`src/rtl/pata_win_pkg.sv`:
```
package pata_win_pkg;
   typedef struct packed {
      logic       rd_n;
      logic       wr_n;
      logic       cs0_n;
      logic       cs1_n;
      logic [2:0] addr;
   } hsamp_t;

   localparam int unsigned PORT_W = 4;
endpackage

```
`src/rtl/pata_host_sampler.sv`:
```
module pata_host_sampler
   import pata_win_pkg::*;
#(
   parameter int unsigned DW = 8
) (
   input  logic          clk,
   input  logic          rst_n,
   input  hsamp_t        pin,
   input  logic [DW-1:0] pin_data,
   output hsamp_t        cur,
   output hsamp_t        prv,
   output logic [DW-1:0] prv_data
);
   localparam hsamp_t IDLE = '{rd_n: 1'b1, wr_n: 1'b1, cs0_n: 1'b1, cs1_n: 1'b1, addr: 3'd0};
   logic [DW-1:0] cur_data;

   always_ff @(posedge clk or negedge rst_n) begin
      if (!rst_n) begin
         cur      <= IDLE;
         prv      <= IDLE;
         cur_data <= '0;
         prv_data <= '0;
      end else begin
         cur      <= pin;
         prv      <= cur;
         cur_data <= pin_data;
         prv_data <= cur_data;
      end
   end
endmodule

```
`src/rtl/pata_reg_decode.sv`:
```
module pata_reg_decode #(
   parameter int unsigned NWIN     = 4,
   parameter int unsigned WIN_BASE = 2,
   parameter int unsigned SEL_ADDR = 6,
   localparam int unsigned WIDX    = $clog2(NWIN)
) (
   input  logic            cs0_n,
   input  logic            cs1_n,
   input  logic [2:0]      addr,
   output logic            hit_sel,
   output logic            hit_win,
   output logic [WIDX-1:0] win_idx
);
   logic            blk_ok;
   logic [NWIN-1:0] match;

   assign blk_ok = !cs0_n && cs1_n;

   for (genvar gi = 0; gi < NWIN; gi++) begin : g_win
      assign match[gi] = (addr == 3'(WIN_BASE + gi));
   end

   always_comb begin
      win_idx = '0;
      for (int i = 0; i < NWIN; i++) begin
         if (match[i]) win_idx = WIDX'(i);
      end
   end

   assign hit_win = blk_ok && (|match);
   assign hit_sel = blk_ok && (addr == 3'(SEL_ADDR));
endmodule

```
`src/rtl/pata_port_select.sv`:
```
module pata_port_select
   import pata_win_pkg::*;
#(
   parameter logic [15:0] OWN_MASK = 16'h00FE,
   parameter bit          DEV_SEL  = 1'b1
) (
   input  logic              clk,
   input  logic              rst_n,
   input  logic              load,
   input  logic [4:0]        din,
   output logic [PORT_W-1:0] port,
   output logic              ok
);
   localparam logic [15:0] MASK_EFF = OWN_MASK & 16'hFFFE;

   logic       dev_bit;
   logic [3:0] code;

   always_ff @(posedge clk or negedge rst_n) begin
      if (!rst_n) begin
         dev_bit <= ~DEV_SEL;
         code    <= '0;
      end else if (load) begin
         dev_bit <= din[4];
         code    <= din[3:0];
      end
   end

   assign port = code;
   assign ok   = (dev_bit == DEV_SEL) && MASK_EFF[code];
endmodule

```
`src/rtl/pata_read_path.sv`:
```
module pata_read_path #(
   parameter int unsigned DW   = 8,
   parameter int unsigned NWIN = 4,
   localparam int unsigned WIDX = $clog2(NWIN)
) (
   input  logic             clk,
   input  logic             rst_n,
   input  logic             load,
   input  logic [WIDX-1:0]  idx,
   input  logic [NWIN*DW-1:0] rd_bus,
   output logic [DW-1:0]    dout
);
   logic [DW-1:0] sel;
   assign sel = rd_bus[idx*DW +: DW];

   always_ff @(posedge clk or negedge rst_n) begin
      if (!rst_n)    dout <= '0;
      else if (load) dout <= sel;
   end
endmodule

```
`src/rtl/pata_port_window.sv`:
```
module pata_port_window
   import pata_win_pkg::*;
#(
   parameter int unsigned DW       = 8,
   parameter int unsigned NWIN     = 4,
   parameter int unsigned WIN_BASE = 2,
   parameter int unsigned SEL_ADDR = 6,
   parameter bit          DEV_SEL  = 1'b1,
   parameter logic [15:0] OWN_MASK = 16'h00FE,
   localparam int unsigned WIDX    = $clog2(NWIN)
) (
   input  logic               clk,
   input  logic               rst_n,
   input  logic               host_rd_n,
   input  logic               host_wr_n,
   input  logic               host_cs0_n,
   input  logic               host_cs1_n,
   input  logic [2:0]         host_addr,
   input  logic [DW-1:0]      dd_in,
   output logic [DW-1:0]      dd_out,
   output logic               dd_oe,
   output logic [PORT_W-1:0]  app_port,
   output logic               app_port_ok,
   output logic               app_wr_en,
   output logic [WIDX-1:0]    app_wr_win,
   output logic [DW-1:0]      app_wr_data,
   input  logic [NWIN*DW-1:0] app_rd_bus
);
   if (DW < 5) begin : g_dw_chk
      $error("DW must hold device/head bits 4..0");
   end
   if (NWIN < 2 || WIN_BASE + NWIN > SEL_ADDR) begin : g_win_chk
      $error("window range must be at least two wide and end below the selector address");
   end

   hsamp_t        pin, cur, prv;
   logic [DW-1:0] prv_data;

   assign pin = '{rd_n: host_rd_n, wr_n: host_wr_n, cs0_n: host_cs0_n,
                  cs1_n: host_cs1_n, addr: host_addr};

   pata_host_sampler #(.DW(DW)) u_samp (
      .clk(clk), .rst_n(rst_n), .pin(pin), .pin_data(dd_in),
      .cur(cur), .prv(prv), .prv_data(prv_data));

   logic            w_sel, w_win, r_sel, r_win, p_sel, p_win;
   logic [WIDX-1:0] w_idx, r_idx, p_idx;

   pata_reg_decode #(.NWIN(NWIN), .WIN_BASE(WIN_BASE), .SEL_ADDR(SEL_ADDR)) u_dec_wr (
      .cs0_n(prv.cs0_n), .cs1_n(prv.cs1_n), .addr(prv.addr),
      .hit_sel(w_sel), .hit_win(w_win), .win_idx(w_idx));

   pata_reg_decode #(.NWIN(NWIN), .WIN_BASE(WIN_BASE), .SEL_ADDR(SEL_ADDR)) u_dec_rd (
      .cs0_n(cur.cs0_n), .cs1_n(cur.cs1_n), .addr(cur.addr),
      .hit_sel(r_sel), .hit_win(r_win), .win_idx(r_idx));

   pata_reg_decode #(.NWIN(NWIN), .WIN_BASE(WIN_BASE), .SEL_ADDR(SEL_ADDR)) u_dec_pin (
      .cs0_n(host_cs0_n), .cs1_n(host_cs1_n), .addr(host_addr),
      .hit_sel(p_sel), .hit_win(p_win), .win_idx(p_idx));

   // write strobe end: low in the previous sample, high in the current one
   logic wr_end, sel_load, win_wr;
   assign wr_end   = !prv.wr_n && cur.wr_n;
   assign sel_load = wr_end && w_sel;
   assign win_wr   = wr_end && w_win && app_port_ok;

   pata_port_select #(.OWN_MASK(OWN_MASK), .DEV_SEL(DEV_SEL)) u_port (
      .clk(clk), .rst_n(rst_n), .load(sel_load), .din(prv_data[4:0]),
      .port(app_port), .ok(app_port_ok));

   always_ff @(posedge clk or negedge rst_n) begin
      if (!rst_n) begin
         app_wr_en   <= 1'b0;
         app_wr_win  <= '0;
         app_wr_data <= '0;
      end else begin
         app_wr_en <= win_wr;
         if (win_wr) begin
            app_wr_win  <= w_idx;
            app_wr_data <= prv_data;
         end
      end
   end

   logic rd_load;
   assign rd_load = !cur.rd_n && r_win && app_port_ok;

   pata_read_path #(.DW(DW), .NWIN(NWIN)) u_rd (
      .clk(clk), .rst_n(rst_n), .load(rd_load), .idx(r_idx),
      .rd_bus(app_rd_bus), .dout(dd_out));

   assign dd_oe = !host_rd_n && p_win && app_port_ok;


   oe_port_chk: assert property (@(posedge clk) disable iff (!rst_n)
      dd_oe |-> app_port_ok);

   dh_undriven_chk: assert property (@(posedge clk) disable iff (!rst_n)
      (!host_cs0_n && host_cs1_n && host_addr == 3'(SEL_ADDR)) |-> !dd_oe);

   wr_one_cycle_chk: assert property (@(posedge clk) disable iff (!rst_n)
      app_wr_en |=> !app_wr_en);

   wr_port_chk: assert property (@(posedge clk) disable iff (!rst_n)
      app_wr_en |-> app_port_ok);

   code_zero_chk: assert property (@(posedge clk) disable iff (!rst_n)
      app_port_ok |-> (app_port != '0));
endmodule

```
`config.mk`:
```
export PLATFORM = sky130hd
export DESIGN_NAME = pata_port_window
export DESIGN_NICKNAME = d
export VERILOG_FILES = /design/src/rtl/pata_win_pkg.sv /design/src/rtl/pata_host_sampler.sv /design/src/rtl/pata_reg_decode.sv /design/src/rtl/pata_port_select.sv /design/src/rtl/pata_read_path.sv /design/src/rtl/pata_port_window.sv
export SDC_FILE = /design/constraint.sdc
export NUM_CORES = 1
export LEC_CHECK = 0
export ABC_AREA = 0
export CAP_MARGIN = 10
export CORE_MARGIN = 2
export CORE_UTILIZATION = 47
export DETAILED_ROUTE_END_ITERATION = 8
export PLACE_DENSITY = 0.83
export SLEW_MARGIN = 10
export SYNTH_ARGS = -nofsm -noshare
export SYNTH_HDL_FRONTEND = slang
export SYNTH_SLANG_ARGS = --single-unit
```
`constraint.sdc`:
```
create_clock -name clk -period 4.8 [get_ports clk]
set_input_delay 0.96 -clock clk [delete_from_list [all_inputs] [get_ports clk]]
set_output_delay 0.96 -clock clk [all_outputs]
set_load 0.05 [all_outputs]
```
==> run_results.csv <==
group,metric,value,unit
outcome,status,"complete, no violations",
power,power-per-cell-area,319,mW/mm^2
place,gp_congestion,0.749,
place,dp.cells,271,
cts,cts.sink_count,53,
timing,setup_viol,0,
final_layout,fillers,316,
floorplanning,start_util,0.483,
cts,cts_tree,"yes",
final_layout,instances_no_fill,279,
logic_synthesis,ys_types,26,
logic_synthesis,syn_nets,200,
floorplanning,ios,74,
global_routing,grt_pass1_wl,6700,um
drt,drc_errors,0,
timing,final.setup.tns,0,ns
floorplanning,die_h,70.4,um
timing,fmax,274,MHz
floorplanning,core,0.00429,mm^2
critical_path,crit_slowest_cell,"clkdlybuf4s50_1",
job,drv_cap,0,
logic_synthesis,synth_cells,151,
global_routing,antenna_found_initial,0,
critical_path,crit_path_max_fanout,2,
critical_path,critical_path_buf_inv_count,2,
cts,clock_latency,0.29,ns
hold_path,hold_class,"reg2reg",
timing,skew,0.00621,ns
final_layout,fin_area,0.00296,mm^2
logic_synthesis,synth_area_leader_cell,"dfrtp_1",
critical_path,crit_chain,"clkdlybuf4s50_1 -> xor2_1 -> nand3b_1 -> nor3_1 -> clkdlybuf4s50_1",
critical_path,crit_family,"buffers and inverters",
critical_path,cp.arrival,2.69,ns
logic_synthesis,ys_ff_latch,53,
final_layout,n_antenna_cell,0,
place,port_buffers,73,
floorplanning,std_cell_rows,24,
timing,maxSlewViolCount,0,
timing,hold_ws,0.353,ns
drt,drt_iter0_markers,65,
cts,post_cts.repair.setup_buffers,0,
logic_synthesis,ys_async_sr_fraction,1.00,
place,dpl.hpwl,2970,um
global_routing,first_global_vias,1481,
logic_synthesis,ys_top_cells_by_area,"dfrtp_1, mux2_2, dfstp_2",
timing,max_slew_margin,0.503,
cts,ctsHoldBuffers,0,
timing,timing.final.ws_setup,1.15,ns
global_routing,grt_max_degree,54,
final_layout,drive_gt1_frac,0.189,
logic_synthesis,yosysWarnings,0,
drt,num_vias,1420,
timing,fin_crit_sh,0.761,
critical_path,critPathRequiredTime,3.84,ns
floorplanning,die_w,70.4,um
drt,postRouteAntennaNets,0,
logic_synthesis,yosysSeqAreaShare,0.644,
cts,cts-buffers-inserted,5,
cts,cts_resized,0,
critical_path,critPathLaunchType,"primary input",
drt,viasPerCell,5.09,
drt,first_pass_iters,4,
global_routing,grt_usage,0.172,
logic_synthesis,synth_edf_count,0,
cts,ctsLongestPathBuffers,2,
critical_path,path_common_cell,"clkdlybuf4s50_1",
logic_synthesis,synth_top_area_frac,0.555,
logic_synthesis,syn_area_per_cell,13.7,um^2
timing,rsz0062_at_grt,"no",
global_routing,grt_overflow,0,
timing,worstMarginPinSlew,0.740,ns
final_layout,finalNetCount,275,
drt,wl_per_cell,14.1,um
cts,cts.htree.levels,2,
logic_synthesis,synthesis.area,0.00207,mm^2
final_layout,synthToLayoutAreaGrowth,42.6,%
cts,cts-root-buf,"clkbuf_8",
drt,finalWirelength,3920,um
timing,hold_violations,0,
logic_synthesis,ys.flop_type,"dfrtp_1",
critical_path,cp-end-kind,"output port",
place,placed_area,0.00285,mm^2
place,pre_cts_ws,1.12,ns
power,power.leakage,1.32,nW
floorplanning,design.die.area,0.00496,mm^2
critical_path,critical_path_class,"in2out",
critical_path,slowest_delay,0.82,ns
cts,clkTransAtPathRegs,0.09,ns
timing,fin_crit,3.65,ns
power,max-vdd-ir-drop,0.000202,V
==> registers in the layout, summed over array words and instances (netlist names) <==
register	count
app_wr_data	8
u_rd.dout	8
u_samp.cur_data	8
u_samp.prv_data	8
u_samp.cur	7
u_samp.prv	6
u_port.port	4
app_wr_win	2
app_wr_en	1
u_port.dev_bit	1
==> layout by cell type (no fill, tap or decap), drive strengths merged <==
cell and count:
clkdlybuf4s50 72, dfrtp 46, mux2 22, nand2 17, nor2 10, o21ai 9, mux2i 8, a221o 7
dfstp 7, clkbuf 5, nor3 4, inv 3, xor2 2, nand3b 2, buf 2, or3b 1
nand4bb 1, or4b 1, xnor2 1, a2bb2oi 1, a21oi 1, and2 1, nand2b 1, a211o 1
bufinv 1, clkinv 1
==> routing by layer <==
metal  up-vias  part of all wire  GRT usage
met5         -                 0          0
met4         0             0.025     0.0534
met3        12             0.078     0.0519
met2        58              0.49      0.290
li1        676                 -          -
met1       674              0.40      0.212
==> synth_stat cells (all sizes together), types with 2 or more instances <==
cell    instances
nand3b          2
dfstp           7
xor2            2
mux2i           8
dfrtp          46
nor3            4
a221o           7
inv             2
o21ai           9
buf             5
nand2          17
nor2           10
mux2           22
==> cell families after synthesis <==
family	share of synthesized area
buffers and inverters	0.0169
AO/OA/AOI/OAI	0.0663
multiplexers	0.158
AND/OR/NAND/NOR	0.103
flip-flops	0.644
XOR/XNOR	0.0127
==> report_power, final <==
| group | total, mW | switching [mW] | internal, mW |
|---|---|---|---|
| clock network | 0.290 | 0.134 | 0.156 |
| registers | 0.491 | 0.0186 | 0.473 |
| logic | 0.161 | 0.0812 | 0.0797 |
==> area by class of cell <==
class                   instances  area (um^2)  share of cell area
flip-flops and latches         53         1340               0.451
repair buffers                 74          733               0.248
multi-input cells              90          704               0.238
clock buffers                   5         68.8              0.0233
well taps                      52         65.1              0.0220
clock inverters                 3         43.8              0.0148
inverters                       2         7.51             0.00254
==> stage by stage <==
step / util / power (mW)
global route: 0.689 / 0.990
CTS: 0.689 / 0.956
global placement: 0.663 / 0.659
floorplan: - / 0.579
detailed placement: 0.663 / 0.663
finish: 0.689 / 0.943
==> worst reg2reg max path, stage by stage, from the launching register on <==
cell,delay (ns)
dfrtp_1,0.81
a21oi_1,0.38
and2_1,0.26
a211o_1,0.28
mux2_2,0.26
==> final timing paths <==
check                                    from  cells after the start                  to  slack, ns
max in group asynchronous               rst_n                      2        u_rd.dout[6]       3.62
min in group asynchronous               rst_n                      2       u_samp.cur[1]       0.77
max                              host_addr[2]                      5               dd_oe       1.15
min                        u_samp.cur_data[5]                      0  u_samp.prv_data[5]       0.35
min reg2reg                u_samp.cur_data[5]                      0  u_samp.prv_data[5]       0.35
max reg2reg                     u_samp.cur[0]                      4        u_rd.dout[7]       2.71
Note: power is estimated with default switching activity, not from simulation.
